### src/rtl/spi_sclk_pkg.sv
package spi_sclk_pkg;
  typedef enum logic {
    LAW_POW2   = 1'b0,
    LAW_LINEAR = 1'b1
  } div_law_e;

  // Width able to hold the largest half-period minus one of either law.
  function automatic int half_width(input int exp_w, input int div_w);
    int pw;
    pw = 1 << exp_w;
    return (pw > div_w + 1) ? pw : div_w + 1;
  endfunction
endpackage

### src/rtl/sclk_cfg_hold.sv
module sclk_cfg_hold
  import spi_sclk_pkg::*;
#(
  parameter int DIV_W = 8,
  parameter int EXP_W = 4,
  parameter int HW    = half_width(EXP_W, DIV_W)
) (
  input  logic             clk,
  input  logic             rst_n,
  input  logic             en,
  input  logic [DIV_W-1:0] div_val,
  input  logic             div_law,
  input  logic             cpol,
  input  logic             cpha,
  output logic [HW-1:0]    limit_q,
  output logic             cpol_q,
  output logic             cpha_q
);
  logic [HW-1:0] limit_d;

  always_comb begin
    if (div_law_e'(div_law) == LAW_POW2)
      limit_d = (HW'(1) << div_val[EXP_W-1:0]) - HW'(1);
    else
      limit_d = HW'(div_val);
  end

  always_ff @(posedge clk or negedge rst_n) begin
    if (!rst_n) begin
      limit_q <= '0;
      cpol_q  <= 1'b0;
      cpha_q  <= 1'b0;
    end else if (!en) begin
      limit_q <= limit_d;
      cpol_q  <= cpol;
      cpha_q  <= cpha;
    end
  end

  // held settings frozen while running
  a_r5_cfg_frozen: assert property (@(posedge clk) disable iff (!rst_n)
    $past(en) |-> ($stable(limit_q) && $stable(cpol_q) && $stable(cpha_q)));
endmodule

### src/rtl/sclk_tick_ctr.sv
module sclk_tick_ctr #(
  parameter int HW = 16
) (
  input  logic          clk,
  input  logic          rst_n,
  input  logic          en,
  input  logic [HW-1:0] limit,
  output logic          tick
);
  logic [HW-1:0] cnt;

  assign tick = en && (cnt == limit);

  always_ff @(posedge clk or negedge rst_n) begin
    if (!rst_n)    cnt <= '0;
    else if (!en)  cnt <= '0;
    else if (tick) cnt <= '0;
    else           cnt <= cnt + HW'(1);
  end

  // counter restarts at zero for every run
  a_r6_idle_zero: assert property (@(posedge clk) disable iff (!rst_n)
    !en |=> (cnt == '0));
  // counter never passes the held limit
  a_r6_cnt_bound: assert property (@(posedge clk) disable iff (!rst_n)
    cnt <= limit);
endmodule

### src/rtl/sclk_edge_gen.sv
module sclk_edge_gen (
  input  logic clk,
  input  logic rst_n,
  input  logic en,
  input  logic tick,
  input  logic cpol_q,
  input  logic cpha_q,
  output logic sclk,
  output logic shift_stb,
  output logic sample_stb
);
  logic active;   // 1 = away from idle level
  logic lead_q;
  logic trail_q;

  always_ff @(posedge clk or negedge rst_n) begin
    if (!rst_n) begin
      active  <= 1'b0;
      lead_q  <= 1'b0;
      trail_q <= 1'b0;
    end else if (!en) begin
      active  <= 1'b0;
      lead_q  <= 1'b0;
      trail_q <= 1'b0;
    end else begin
      lead_q  <= tick && !active;
      trail_q <= tick && active;
      if (tick) active <= !active;
    end
  end

  assign sclk       = cpol_q ^ active;
  assign shift_stb  = cpha_q ? lead_q  : trail_q;
  assign sample_stb = cpha_q ? trail_q : lead_q;

  // never both strobes at once
  a_r10_strobe_excl: assert property (@(posedge clk) disable iff (!rst_n)
    !(shift_stb && sample_stb));
  // a leading edge leaves the idle level, a trailing edge returns
  a_r7_lead_level: assert property (@(posedge clk) disable iff (!rst_n)
    lead_q |-> (sclk != cpol_q));
  a_r7_trail_level: assert property (@(posedge clk) disable iff (!rst_n)
    trail_q |-> (sclk == cpol_q));
  // every change of sclk during a run is marked by a strobe
  a_r10_edge_marked: assert property (@(posedge clk) disable iff (!rst_n)
    ($past(en) && (sclk != $past(sclk))) |-> (lead_q || trail_q));
  // idle output rests at polarity level
  a_r1_idle_level: assert property (@(posedge clk) disable iff (!rst_n)
    !en |=> (!shift_stb && !sample_stb));
endmodule

### src/rtl/spi_sclk_gen.sv
module spi_sclk_gen
  import spi_sclk_pkg::*;
#(
  parameter int DIV_W = 8,
  parameter int EXP_W = 4
) (
  input  logic             clk,
  input  logic             rst_n,
  input  logic             en,
  input  logic [DIV_W-1:0] div_val,
  input  logic             div_law,
  input  logic             cpol,
  input  logic             cpha,
  output logic             sclk,
  output logic             shift_stb,
  output logic             sample_stb
);
  localparam int HW = half_width(EXP_W, DIV_W);

  logic [HW-1:0] limit_q;
  logic          cpol_q;
  logic          cpha_q;
  logic          tick;

  sclk_cfg_hold #(.DIV_W(DIV_W), .EXP_W(EXP_W), .HW(HW)) u_cfg (
    .clk(clk), .rst_n(rst_n), .en(en), .div_val(div_val), .div_law(div_law),
    .cpol(cpol), .cpha(cpha), .limit_q(limit_q), .cpol_q(cpol_q), .cpha_q(cpha_q)
  );

  sclk_tick_ctr #(.HW(HW)) u_ctr (
    .clk(clk), .rst_n(rst_n), .en(en), .limit(limit_q), .tick(tick)
  );

  sclk_edge_gen u_edge (
    .clk(clk), .rst_n(rst_n), .en(en), .tick(tick), .cpol_q(cpol_q),
    .cpha_q(cpha_q), .sclk(sclk), .shift_stb(shift_stb), .sample_stb(sample_stb)
  );
endmodule

### config.mk
export PLATFORM = sky130hd
export DESIGN_NAME = spi_sclk_gen
export DESIGN_NICKNAME = d
export VERILOG_FILES = /design/src/rtl/spi_sclk_pkg.sv /design/src/rtl/sclk_cfg_hold.sv /design/src/rtl/sclk_tick_ctr.sv /design/src/rtl/sclk_edge_gen.sv /design/src/rtl/spi_sclk_gen.sv
export SDC_FILE = /design/constraint.sdc
export NUM_CORES = 1
export LEC_CHECK = 0
export ABC_AREA = 1
export BUFFER_PORTS_ARGS = -buffer_cell sky130_fd_sc_hd__buf_2
export CAP_MARGIN = 20
export CORE_UTILIZATION = 55
export CTS_CLUSTER_DIAMETER = 120
export CTS_CLUSTER_SIZE = 8
export DETAILED_ROUTE_END_ITERATION = 7
export GPL_ROUTABILITY_DRIVEN = 1
export GPL_TIMING_DRIVEN = 0
export MAX_ROUTING_LAYER = met4
export PLACE_DENSITY = 0.74
export SLEW_MARGIN = 15
export SYNTH_ARGS = -nofsm -noshare
export SYNTH_HDL_FRONTEND = slang
export SYNTH_SLANG_ARGS = --single-unit
export TNS_END_PERCENT = 50
### constraint.sdc
create_clock -name clk -period 1.5 [get_ports clk]
set_input_delay 0.375 -clock clk [delete_from_list [all_inputs] [get_ports clk]]
set_output_delay 0.375 -clock clk [all_outputs]
set_load 0.03 [all_outputs]
# Word level (Yosys, flattened, before mapping)
# Index checks and enable logic that the tools add are counted.
classes:
  n_addsub: 2
  eq_ne: 2
  shift: 1
  muxes: 9
  n_bitwise: 1
  n_reduce_logical: 4
op_table:
  columns: ["operator", "n"]
  rows:
  - ["2-to-1 mux 16 bit", 3]
  - ["adder 16 x 1 -> 16 bit (second input constant)", 1]
  - ["equality test 16 bit", 1]
  - ["left shift 1 x 4 -> 16 bit (first input constant)", 1]
  - ["subtractor 16 x 2 -> 16 bit (second input constant)", 1]
  - ["2-to-1 mux 1 bit", 6]
  - ["logical AND 1 bit", 3]
  - ["!= test 2 x 1 -> 1 bit (second input constant)", 1]
  - ["logical NOT 1 bit", 1]
  - ["bitwise XOR 1 bit", 1]
word_totals:
  register_bits: 37
  in_bits: 14
  out_inout_bits: 3
  elab_cells: 26

# Depth between registers and ports, before layout
# Gate-level depths: netlist of the first run.
depth:
  depth_word: 4
  mapped_depth: 13

# Hierarchy
# From an unflattened synthesis of the first run, not the netlist that was laid out.
hier_totals:
  hier_cells: 407
  area_unflattened_um2: 2637.5
by_module_without_submodules:
  columns: ["module", "instances", "cells_per_inst", "area_each_um2", "seq_area_each_um2"]
  rows:
  - ["sclk_tick_ctr", 1, 267, 1540.2, 400.4]
  - ["sclk_cfg_hold", 1, 119, 942.2, 450.4]
  - ["sclk_edge_gen", 1, 21, 155.1, 75.1]

# Worst setup path after synthesis of the first run
# Ideal clock, no wire load.
synth_path:
  path_kind: "input -> register"
  start: "input port div_val[2]"
  end: "register u_cfg.limit_q[6]"
  t_arrival_ns: 1.501
  required_ns: 1.380
  setup_slack_ns: -0.122
  stages: 12
  n_path_buf: 1
  path_cell_list: "clkbuf_2 inv_1 nand2_1 nor2_1 inv_1 ha_1 inv_1 a21oi_1 o21ai_1 nor2_1 o21ai_1 nand2_1"
synth_via:
  elab_chain_cells: 3
synth_lines:
  columns: ["element", "line", "source"]
  rows:
  - ["start, declared", "spi_sclk_gen.sv:10", "input logic [DIV_W-1:0] div_val,"]
  - ["left shift 1 x 4 -> 16 bit", "sclk_cfg_hold.sv:23", "limit_d = (HW'(1) << div_val[EXP_W-1:0]) - HW'(1);"]
  - ["subtractor 16 x 2 -> 16 bit", "sclk_cfg_hold.sv:23", null]
  - ["2-to-1 mux 16 bit", "sclk_cfg_hold.sv:22", "if (div_law_e'(div_law) == LAW_POW2)"]
  - ["end signal, assigned", "sclk_cfg_hold.sv:34", "limit_q <= limit_d;"]
  - ["end, declared", "sclk_cfg_hold.sv:15", "output logic [HW-1:0] limit_q,"]
# No other way between the ends.
# A chain may end at the register's enable or synchronous reset.

# Final worst setup path of the first run
layout_path:
  start: "register u_cfg.cpha_q"
  end: "output port shift_stb"
layout_via:
  elab_chain_cells: 1
layout_lines:
  columns: ["element", "line", "source"]
  rows:
  - ["start, declared", "sclk_cfg_hold.sv:17", "output logic cpha_q"]
  - ["start signal, assigned", "sclk_cfg_hold.sv:36", "cpha_q <= cpha;"]
  - ["2-to-1 mux 1 bit", "sclk_edge_gen.sv:33", "assign shift_stb = cpha_q ? lead_q : trail_q;"]
  - ["end, declared", "spi_sclk_gen.sv:15", "output logic shift_stb,"]
# No other way between the ends.

==> results.md, run 1 <==
- The transition time of the tightest slew-check pin is 0.817 ns.
- The die covers 4300 um2.
- The most critical setup path has its startpoint at u_cfg.cpha_q.
- The area of the placeable core is 3770 um2.
- The clock root buffer is clkbuf_8.
- The effective utilization at floorplan is 59.0%.
- The number of global-route vias before repair is 1829.
- Leaving out fill and tap cells, the most frequent cells in the layout are nand2_1, inv_1, nor2_1.
- Of the synthesized area, sequential elements account for 41.6%.
- The clock period minus final worst setup slack is 1.45 ns.
- Clock skew on the completed layout was measured at 0.00658 ns.
- STA classifies the critical path endpoint as a primary output.
- Summed over all layers, the global routing overflow is 0.
- The number of antenna violations at the first check in global routing is 0.
- The final weighted congestion of routability-driven global placement is 0.861.
- Sorting the synthesized cells by area gives the leading types as dfrtp_1, nand2_1, inv_1, nor2_1, xor2_1.
- The classification of the worst setup path is reg -> out.
- The number of cells traversed by the worst register-to-register path is 9.
- The startpoint identified for the worst register-to-register timing path is u_ctr.cnt[11].
- OpenSTA, run right after detailed placement, puts the worst setup slack at -0.287 ns.
- For this design, the CTS-stage hold fixing added 0 buffers.
- The normalized max-slew margin is 45.5%.
- The pin count of the biggest net entering global routing is 38.
- The flip-flop and latch count after synthesis is 37.
- The wire length reported by the detailed router is 5020 um.
- During synthesis, Yosys emitted a total of 0 warnings.
- The post-route antenna net violation count is 0.
- A synthesized cell averages 7.01 um2.
- The height of the die is 65.6 um.
- The summed negative setup slack over all endpoints is 0 ns.
- The number of primary I/O pins is 17.
- Setup violations remaining at the end of the flow were counted as 0.
- For the worst setup path, the data arrival time is 1.07 ns.
- The later pin in the worst-skew pair is clocked with a latency of 0.29 ns.
- Clock tree synthesis inserted a total of 5 buffers.
- The detailed router's first-iteration violation count is 126.
- The number of antenna diodes in the final layout is 0.
- Setup repair after global routing could not meet its margin everywhere.
- The global-route usage over all layers is 26.0%.
- The sum of net half-perimeters after detailed placement is 3520 um.
- The max-slew violation total from the final report is 0.
- In the final routed layout, each cell accounts on average for 12.5 um.
- The run finished with clean final reports.
- The leading cell type in the layout, fill and taps excluded is nand2_1.
- The maximum operating frequency is 690 MHz.
- Once routing completed, OpenROAD measured the worst setup slack at 0.0512 ns.
- The tool flagged a number of max-cap violations equal to 0.
- The clock passes through at most 2 buffers.
- In the routed layout, each cell is associated on average with a via count of 5.13.
- In this run the register-to-register setup slack is 0.06 ns.
- The maximum fanout along the worst path is 5.
- The number of filler cells placed in the layout is 313.
- For this run, the post-layout net count is 368.
- Synthesis instantiated 30 different standard cells from the library.
- The min-delay analysis places its worst path in the category in -> async.
- The leading register cell type out of synthesis is dfrtp_1.
- Synthesis produced a netlist whose cell count is 317.
- The synthesized design devotes to its leading area cell type 41.6% of total area.
- During placement, the flow inserted port buffers numbering 14.
- The H-tree was split into 2 levels.
- The CTS clock-pin slew for the worst setup and hold paths is 0.07 ns.
- In the routed design, unresolved DRC markers number 0.
- The first global-routing pass estimated 8090 um of wire.
- At the worst endpoint, the required time is 1.12 ns.
- Counting flops with a built-in enable in the synthesized netlist gives 0.
- The final count of hold timing violations came to 0.
- The number of clock sinks is 37.
- The number of iterations in the first detailed-routing pass is 4.
- In the synthesized netlist the async set-or-reset flop fraction comes to 100%.
- TritonCTS built the clock tree.
- The area growth from synthesis to layout is 20.0%.
- The via count is 2058.
- The floorplan row count is 22.
- The critical path capture point is shift_stb.
- The post-synthesis net count is 333.
- After layout, the worst path uses 96.6% of the clock period.
- Cells with a size suffix above 1 make up 23.8% of the layout.
- The largest vdd supply drop is 0.000446 V.
- The capture instance of the worst register-to-register path is u_ctr.cnt[8].
- STA classifies the critical path startpoint as a flip-flop.
- The netlist area before placement is 2220 um2.
- Power spread over the standard cell area amounts to 823 nW/um2.
- dfrtp_1 takes more of the synthesized area than any other cell.
- The floorplan step set the die width to 65.6 um.
- The leakage power is 1.36 nW.
## worst max-delay path: stages (launching register included)
cell     delay, ns
dfrtp_1       0.42
nor2_1        0.06
a21oi_1       0.11
buf_2         0.21
## flip-flops by register name, indices dropped and copies added (netlist names)
name and flops:
u_cfg.limit_q 16, u_ctr.cnt 16, u_cfg.cpha_q 1, u_cfg.cpol_q 1, u_edge.active 1, u_edge.lead_q 1
u_edge.trail_q 1
## cell type report
cell class | count | area [um2] | share of cell area [%]
Buffer | 5 | 42.5 | 1.59
Clock buffer | 7 | 96.3 | 3.61
Clock inverter | 1 | 5.00 | 0.188
Inverter | 55 | 211 | 7.93
Multi-Input combinational cell | 222 | 1150 | 43.3
Sequential cell | 37 | 935 | 35.0
Tap cell | 48 | 60.1 | 2.25
Timing Repair Buffer | 26 | 163 | 6.10
## synth_stat cells, types with 4 or more instances
cell / number
o21ai_1: 4
o21ai_0: 8
xor2_1: 9
o22ai_1: 6
nand4_1: 5
inv_2: 4
nand3_1: 13
nand2_1: 101
a21oi_1: 4
inv_1: 50
dfrtp_1: 37
nor2_1: 46
## per-layer routing
metal  part of all wire [%]  GRT usage [%]  vias up
li1                       -              -     1056
met4                    1.5           7.34        0
met1                     48           33.3      950
met2                     47           41.2       43
met3                    3.7           5.73        9
met5                      0              -        -
## cell families after synthesis
logic type,Yosys count,synth area share [%]
AND/OR/NAND/NOR,180,34.9
buffers and inverters,60,10.8
flip-flops,37,41.6
AO/OA/AOI/OAI,28,7.54
XOR/XNOR,10,3.94
adder cells (fa/ha/maj),2,1.13
## repair_timing
item | CTS | global route
setup endpoints to repair | 0 | 19
setup buffers | 0 | 12
resized for setup | 0 | 35
## per-stage QoR
| step | instance area [um2] | power (mW) | utilization [%] | instances | hold slack [ns] |
|---|---|---|---|---|---|
| 6_report | 2670 | 2.20 | 70.7 | 401 | 0.174 |
| 5_1_grt | 2670 | 2.31 | 70.7 | 401 | 0.244 |
| 4_1_cts | 2470 | 2.17 | 65.5 | 387 | 0.212 |
| 3_5_place_dp | 2370 | 1.41 | 62.8 | 379 | 0.482 |
| 3_3_place_gp | 2370 | 1.40 | 62.8 | 379 | 0.476 |
| 2_1_floorplan | 2240 | 1.31 | - | 317 | 0.0794 |
## worst min-delay path by stage
stage / startpoint / end / slack [ns] / depth (start not counted)
CTS: rst_n / u_ctr.cnt[3] / 0.21 / 1
global placement: u_cfg.limit_q[15] / u_cfg.limit_q[15] / 0.48 / 2
floorplan: rst_n / u_cfg.cpha_q / 0.08 / 0
detailed placement: u_cfg.limit_q[15] / u_cfg.limit_q[15] / 0.48 / 2
finish: rst_n / u_ctr.cnt[3] / 0.17 / 1
global route: rst_n / u_ctr.cnt[3] / 0.24 / 1
## power by group
group / internal (mW) / switching [mW]
Clock: 0.415 / 0.350
Combinational: 0.127 / 0.216
Sequential: 1.05 / 0.0392
Power figures use the tool's default switching activity.
==> run 2: changes to the inputs <==
--- a/config.mk
+++ b/config.mk
@@ -8,14 +8,14 @@
 export ABC_AREA = 1
 export BUFFER_PORTS_ARGS = -buffer_cell sky130_fd_sc_hd__buf_2
 export CAP_MARGIN = 20
-export CORE_UTILIZATION = 55
+export CORE_UTILIZATION = 39
 export CTS_CLUSTER_DIAMETER = 120
 export CTS_CLUSTER_SIZE = 8
 export DETAILED_ROUTE_END_ITERATION = 7
 export GPL_ROUTABILITY_DRIVEN = 1
 export GPL_TIMING_DRIVEN = 0
 export MAX_ROUTING_LAYER = met4
-export PLACE_DENSITY = 0.74
+export PLACE_DENSITY = 0.56
 export SLEW_MARGIN = 15
 export SYNTH_ARGS = -nofsm -noshare
 export SYNTH_HDL_FRONTEND = slang
==> results.md, run 2 (same netlist as run 1, synthesis figures left out) <==
- The run finished with clean final reports.
- The maximum operating frequency is 696 MHz.
- Measured along the y axis, the die boundary spans 77.5 um.
- The number of antenna violations at the first check in global routing is 0.
- After floorplanning, the core was divided into 27 placement rows.
- The floorplan step defined a die boundary enclosing 6010 um2.
- The final count of hold timing violations is 0.
- In this run the worst path has a maximum fanout of 5.
- For the worst setup path, the data required time is 1.12 ns.
- The clock latency on the worst-skew pair is 0.30 ns.
- The worst setup path is of the reg -> out kind.
- The largest vdd supply drop is 0.000450 V.
- Max-cap violations in this run came to 0.
- The switching share of power is 25.7%.
- The clock tree buffer depth is 2.
- The pin count of the biggest net entering global routing is 38.
- CTS saw 37 sinks.
- Timing analysis after detailed placement gives a worst setup slack of -0.350 ns.
- The total setup violations reported at the end of the flow is 0.
- The count of buffers from port buffering is 14.
- The transition time of the tightest slew-check pin is 0.831 ns.
- For this run, the total global-route usage over all layers was measured as 19.5%.
- The internal power of the cells totals 1.83 mW.
- The worst min-delay path class is in -> async.
- The top cell types in the final layout, fill and taps aside, are nand2_1, inv_1, nor2_1.
- Clock-pin slew was measured on the worst setup and hold paths at 0.08 ns.
- After detailed routing, the number of remaining DRC violations is 0.
- The share of power burned in registers is 44.2%.
- Setup repair after global routing could not meet its margin everywhere.
- STA puts the critical path data arrival time at 1.06 ns.
- The area growth from synthesis to layout is 17.2%.
- Power spread over the standard cell area amounts to 945 nW/um2.
- In the final routed layout, each cell accounts on average for 12.3 um.
- The wire length of the first global-routing pass is 8820 um.
- The combinational share of power is 13.2%.
- For the finished layout, the period the worst path requires is 1.44 ns.
- The normalized max-slew margin is 44.6%.
- In the finished design, the share of the clock period the worst path needs comes to 95.8%.
- The detailed router's first-iteration violation count is 110.
- TritonCTS built the clock tree.
- The wire length reported by the detailed router is 5070 um.
- The clock root buffer is clkbuf_8.
- The clock network accounts for 42.6% of the total power.
- The wire-length estimate of the detail-placed layout is 3840 um.
- The residual overflow from global routing is 0.
- The via count is 1966.
- The post-layout worst setup margin is 0.0636 ns.
- The fraction of final layout cells with drive strength greater than 1 is 17.9%.
- The core region is 5510 um2.
- Routability-driven placement finished with a final weighted congestion of 0.807.
- The number of clock buffers inserted by TritonCTS is 5.
- In this run, post-CTS hold repair placed 0 buffers.
- The antenna diode count is 0.
- The total power is 2.46 mW.
- The max-slew violation total from the final report is 0.
- The category of the worst setup path launch point is a flip-flop.
- The flop-to-flop setup slack is 0.12 ns.
- The number of global-route vias before repair is 1910.
- The worst clock skew is 0.00780 ns.
- The largest registers in the layout are u_cfg.limit_q x16, u_ctr.cnt x16.
- Summed over all nets, the switching power comes to 0.633 mW.
- The effective utilization at floorplan is 40.4%.
- The chip width is 77.5 um.
- The post-route antenna net violation count is 0.
- The worst setup path is captured at a primary output.
- The finished layout holds 413 standard cells, fillers aside.
- The H-tree was split into 2 levels.
- For this run, the detailed router's first-pass iteration total came to 4.
- The final layout contains 356 nets.
- The library cell used most frequently in the layout, excluding fill and tap cells, is nand2_1.
- Counting tap cells, the placed design contains a total of 403 instances.
- For this design the top-level I/O count stands at 17.
- The leakage power is 1.31 nW.
- The per-cell via count in the routed design is 4.76.
-- run 2: changes by cell type in the layout (fill, tap and decap cells not counted), moves of 2 or more --
| cell | change |
|---|---|
| nand2_2 | -2 |
| clkbuf_8 | -2 |
| nor2_2 | -3 |
| bufinv_16 | +2 |
| inv_2 | -3 |
| nand2_1 | +2 |
| buf_2 | -2 |
| buf_4 | -8 |
| inv_1 | +3 |
| nor2_1 | +4 |
| dfrtp_1 | +2 |
| dfrtp_2 | -2 |
-- run 2: critical path, cell delays in order, from the launching register on --
cell and delay, ns:
dfrtp_1 0.43, a21oi_1 0.16, buf_4 0.17
-- run 2: area by class of cell --
type / instances / area (um2)
Fill cell: 578 / 2900
Multi-Input combinational cell: 220 / 1100
Sequential cell: 37 / 932
Inverter: 55 / 211
Timing Repair Buffer: 16 / 92.6
Tap cell: 72 / 90.1
Clock buffer: 5 / 68.8
Clock inverter: 3 / 65.1
Buffer: 5 / 42.5
-- run 2: timing repair --
item                                    in CTS  in global routing
endpoints found under the setup margin       1                 17
pin swaps                                    0                  9
setup buffers                                0                  2
resized for setup                            2                 24
-- run 2: power groups by stage --
stage | Sequential [mW] | Clock (mW) | Combinational, mW
after global placement | 1.11 | 0 | 0.305
after global routing | 1.10 | 1.09 | 0.374
after detailed placement | 1.11 | 0 | 0.309
after floorplan | 1.10 | 0 | 0.219
final | 1.09 | 1.05 | 0.325
after CTS | 1.09 | 1.05 | 0.312
-- run 2: routing by layer --
metal  vias to the layer above  track usage, %  share of wire (%)
met1                       907            24.4                 48
li1                       1022               -                  -
met2                        31            31.7                 47
met4                         0            6.23                1.3
met5                         -               -                  0
met3                         6            4.00                3.5
-- run 2: final timing paths --
kind / cells after the start / startpoint / endpoint
max in group asynchronous: 1 / rst_n / u_ctr.cnt[0]
hold reg to reg: 2 / u_cfg.limit_q[15] / u_cfg.limit_q[15]
hold / removal: 1 / rst_n / u_edge.trail_q
min in group clk: 3 / cpol / u_cfg.cpol_q
setup reg to reg: 9 / u_ctr.cnt[2] / u_ctr.cnt[5]
setup / recovery: 2 / u_cfg.cpha_q / shift_stb
-- run 2: per-stage QoR --
stage,utilization [%],area (um2),setup TNS [ns],hold WS [ns]
after global routing,47.3,2610,-0.125,0.254
final,47.3,2610,0,0.172
after global placement,43.6,2400,-1.11,0.478
after floorplan,-,2240,0,0.0794
after CTS,46.1,2540,0,0.208
after detailed placement,43.6,2400,-1.12,0.476
==> run 3: changes to the inputs <==
--- a/config.mk
+++ b/config.mk
@@ -13,7 +13,7 @@
 export CTS_CLUSTER_SIZE = 8
 export DETAILED_ROUTE_END_ITERATION = 7
 export GPL_ROUTABILITY_DRIVEN = 1
-export GPL_TIMING_DRIVEN = 0
+export GPL_TIMING_DRIVEN = 1
 export MAX_ROUTING_LAYER = met4
 export PLACE_DENSITY = 0.56
 export SLEW_MARGIN = 15
==> results.md, run 3 (same netlist as run 1, synthesis figures left out) <==
- The cell count after placement is 418.
- The transition time of the tightest slew-check pin is 0.384 ns.
- The area of all placed cells without fillers is 2670 um2.
- The met2 capacity usage during global routing is 34.2%.
- The maximum operating frequency is 691 MHz.
- The clock tree buffer depth is 2.
- The count of buffers from port buffering is 16.
- The final count of hold timing violations came to 0.
- The CTS clock-pin slew for the worst setup and hold paths is 0.07 ns.
- The global-route usage over all layers is 20.3%.
- 17 I/O pins were placed.
- The worst setup path is captured at a flip-flop.
- The data required time of the critical path is 1.69 ns.
- The count of nets left with antenna violations once routing finished came out at 0.
- The post-layout worst setup margin is 0.0529 ns.
- STA classifies the critical path startpoint as a flip-flop.
- The initialized floorplan defines 27 standard-cell rows.
- The total setup violations reported at the end of the flow is 0.
- The met3 track demand over resource in global routing is 2.94%.
- The first global-routing pass estimated 9200 um of wire.
- The endpoint identified for the worst register-to-register timing path is u_ctr.cnt[12].
- For this run, design rule violations remaining after detail routing come to 0.
- In the final routed layout, each cell accounts on average for 12.1 um.
- The classification of the worst setup path is reg -> reg.
- In the final timing run, aggregate negative setup slack is 0 ns.
- The TritonCTS clock tree is done.
- Leaving out fill and tap cells, the most frequent cell in the layout is nand2_1.
- The layer with the highest usage is met2.
- The area growth from synthesis to layout is 19.9%.
- The number of antenna violations at the first check in global routing was 0.
- In this run the static leakage power is 1.38 nW.
- The run finished with clean final reports.
- The delay of the slowest cell on the worst path is 0.41 ns.
- The arrival time at the worst endpoint is 1.64 ns.
- The worst-case IR drop observed on VDD is 0.000399 V.
- The number of clock buffers inserted by TritonCTS is 5.
- Clock latency on the worst-skew pair, taken at its later pin, is 0.29 ns.
- The clock root buffer is clkbuf_8.
- For this run, the detailed router's first-pass iteration total came to 4.
- After the flow finishes, the layout carries non-filler instances totaling 430.
- The largest registers in the layout are u_cfg.limit_q x16, u_ctr.cnt x16.
- Across all register-to-register paths, the minimum setup slack is 0.05 ns.
- For this run, global-route usage on met1 was measured as 24.2%.
- Counting I/O delays and the setup requirement, the final critical path takes 1.45 ns.
- Traced cell by cell, the critical path runs through ha_2 -> nand2_1 -> nor2_1 -> nand4_1 -> nand2_1 -> inv_1 -> nand3_1 -> inv_1.
- The height of the die is 77.5 um.
- The number of hold buffers added after CTS was 0.
- The full die area is 6010 um2.
- The residual overflow from global routing is 0.
- The worst min-delay path class is in -> async.
- The via count is 2001.
- Summing all placed instances gives a cell area of 2510 um2.
- The number of levels the H-tree was split into is 2.
- The sum of net half-perimeters after detailed placement is 4000 um.
- The effective utilization at floorplan is 40.4%.
- The clock drives 37 sinks.
- The final weighted congestion of routability-driven global placement is 0.926.
- The final period utilization is 96.5%.
- The floorplan step set the die width to 77.5 um.
- Among all stages on the critical path, the largest delay is contributed by dfrtp_1.
- The max-slew violation total from the final report was 0.
- Headroom to the max-slew limit came out at 74.1%.
- After floorplanning, the core was sized to cover 5510 um2.
- Cells with a size suffix above 1 make up 19.3% of the layout.
- The worst register-to-register path begins at u_ctr.cnt[1].
- The power density over cell area is 807 nW/um2.
- Along the worst path, the maximum fanout reaches 4.
- After the first detailed-routing iteration, the DRC count stood at 106.
- The number of global-route vias before repair is 2079.
- The final layout contains routed wiring with a total length of 5200 um.
- The number of cells traversed by the worst register-to-register path is 8.
- The number of max-cap violations is 0.
- In the routed layout, each cell is associated on average with a via count of 4.65.
- The post-placement setup slack is -0.152 ns.
- 0 antenna diodes ended up in the layout.
- In the layout the commonest cells are nand2_1, inv_1, nor2_1.
- The pin count of the biggest net entering global routing is 38.
- Setup repair after global routing could not meet its margin everywhere.
- The net count of the finished layout is 374.
- For the final database, setup skew stands at 0.00750 ns.
[run 3: power breakdown]
group,internal (mW),switching [mW],total [mW]
Sequential,1.05,0.0394,1.09
Clock,0.364,0.342,0.706
Combinational,0.147,0.211,0.359
Total,1.56,0.592,2.15
[run 3: area by class of cell]
class / instances / area, um2
Clock buffer: 7 / 86.3
Fill cell: 564 / 2840
Inverter: 55 / 211
Multi-Input combinational cell: 220 / 1080
Sequential cell: 37 / 927
Tap cell: 72 / 90.1
Timing Repair Buffer: 39 / 268
[run 3: per-layer routing]
layer	vias to the layer above	wire length (um)
met3	9	116
met1	912	2530
li1	1057	-
met4	0	93
met5	-	0
met2	23	2460
[run 3: worst max path at each step]
| stage | startpoint | to | slack (ns) | cells past startpoint |
|---|---|---|---|---|
| floorplan | div_val[2] | u_cfg.limit_q[6] | 0.003 | 13 |
| global placement | div_val[0] | u_cfg.limit_q[6] | -0.10 | 12 |
| detailed placement | div_val[0] | u_cfg.limit_q[6] | -0.15 | 12 |
| CTS | u_ctr.cnt[0] | u_ctr.cnt[10] | 0.007 | 8 |
| global route | u_ctr.cnt[1] | u_ctr.cnt[10] | -0.03 | 9 |
| finish | u_ctr.cnt[1] | u_ctr.cnt[12] | 0.05 | 8 |
[run 3: critical path, delay by kind of cell (launching register included)]
| family | cells | cell delay (ns) |
|---|---|---|
| fa+ha+maj | 1 | 0.21 |
| buf+inv | 2 | 0.08 |
| flops | 1 | 0.41 |
| simple gates | 5 | 0.64 |
[run 3: timing repair]
item / 4_1_cts / 5_1_grt
endpoints found under the hold margin: 0 / 0
buffers inserted: 1 / 4
endpoints found under the setup margin: 1 / 16
resized for setup: 0 / 12
pin swaps: 0 / 2
[run 3: per-stage QoR]
step	hold WS (ns)	util (%)	power, mW
global route	0.0656	48.4	2.27
finish	0.0341	48.4	2.15
floorplan	0.0794	-	1.31
detailed placement	0.356	45.7	1.45
global placement	0.360	45.7	1.45
CTS	0.0386	47.4	2.16
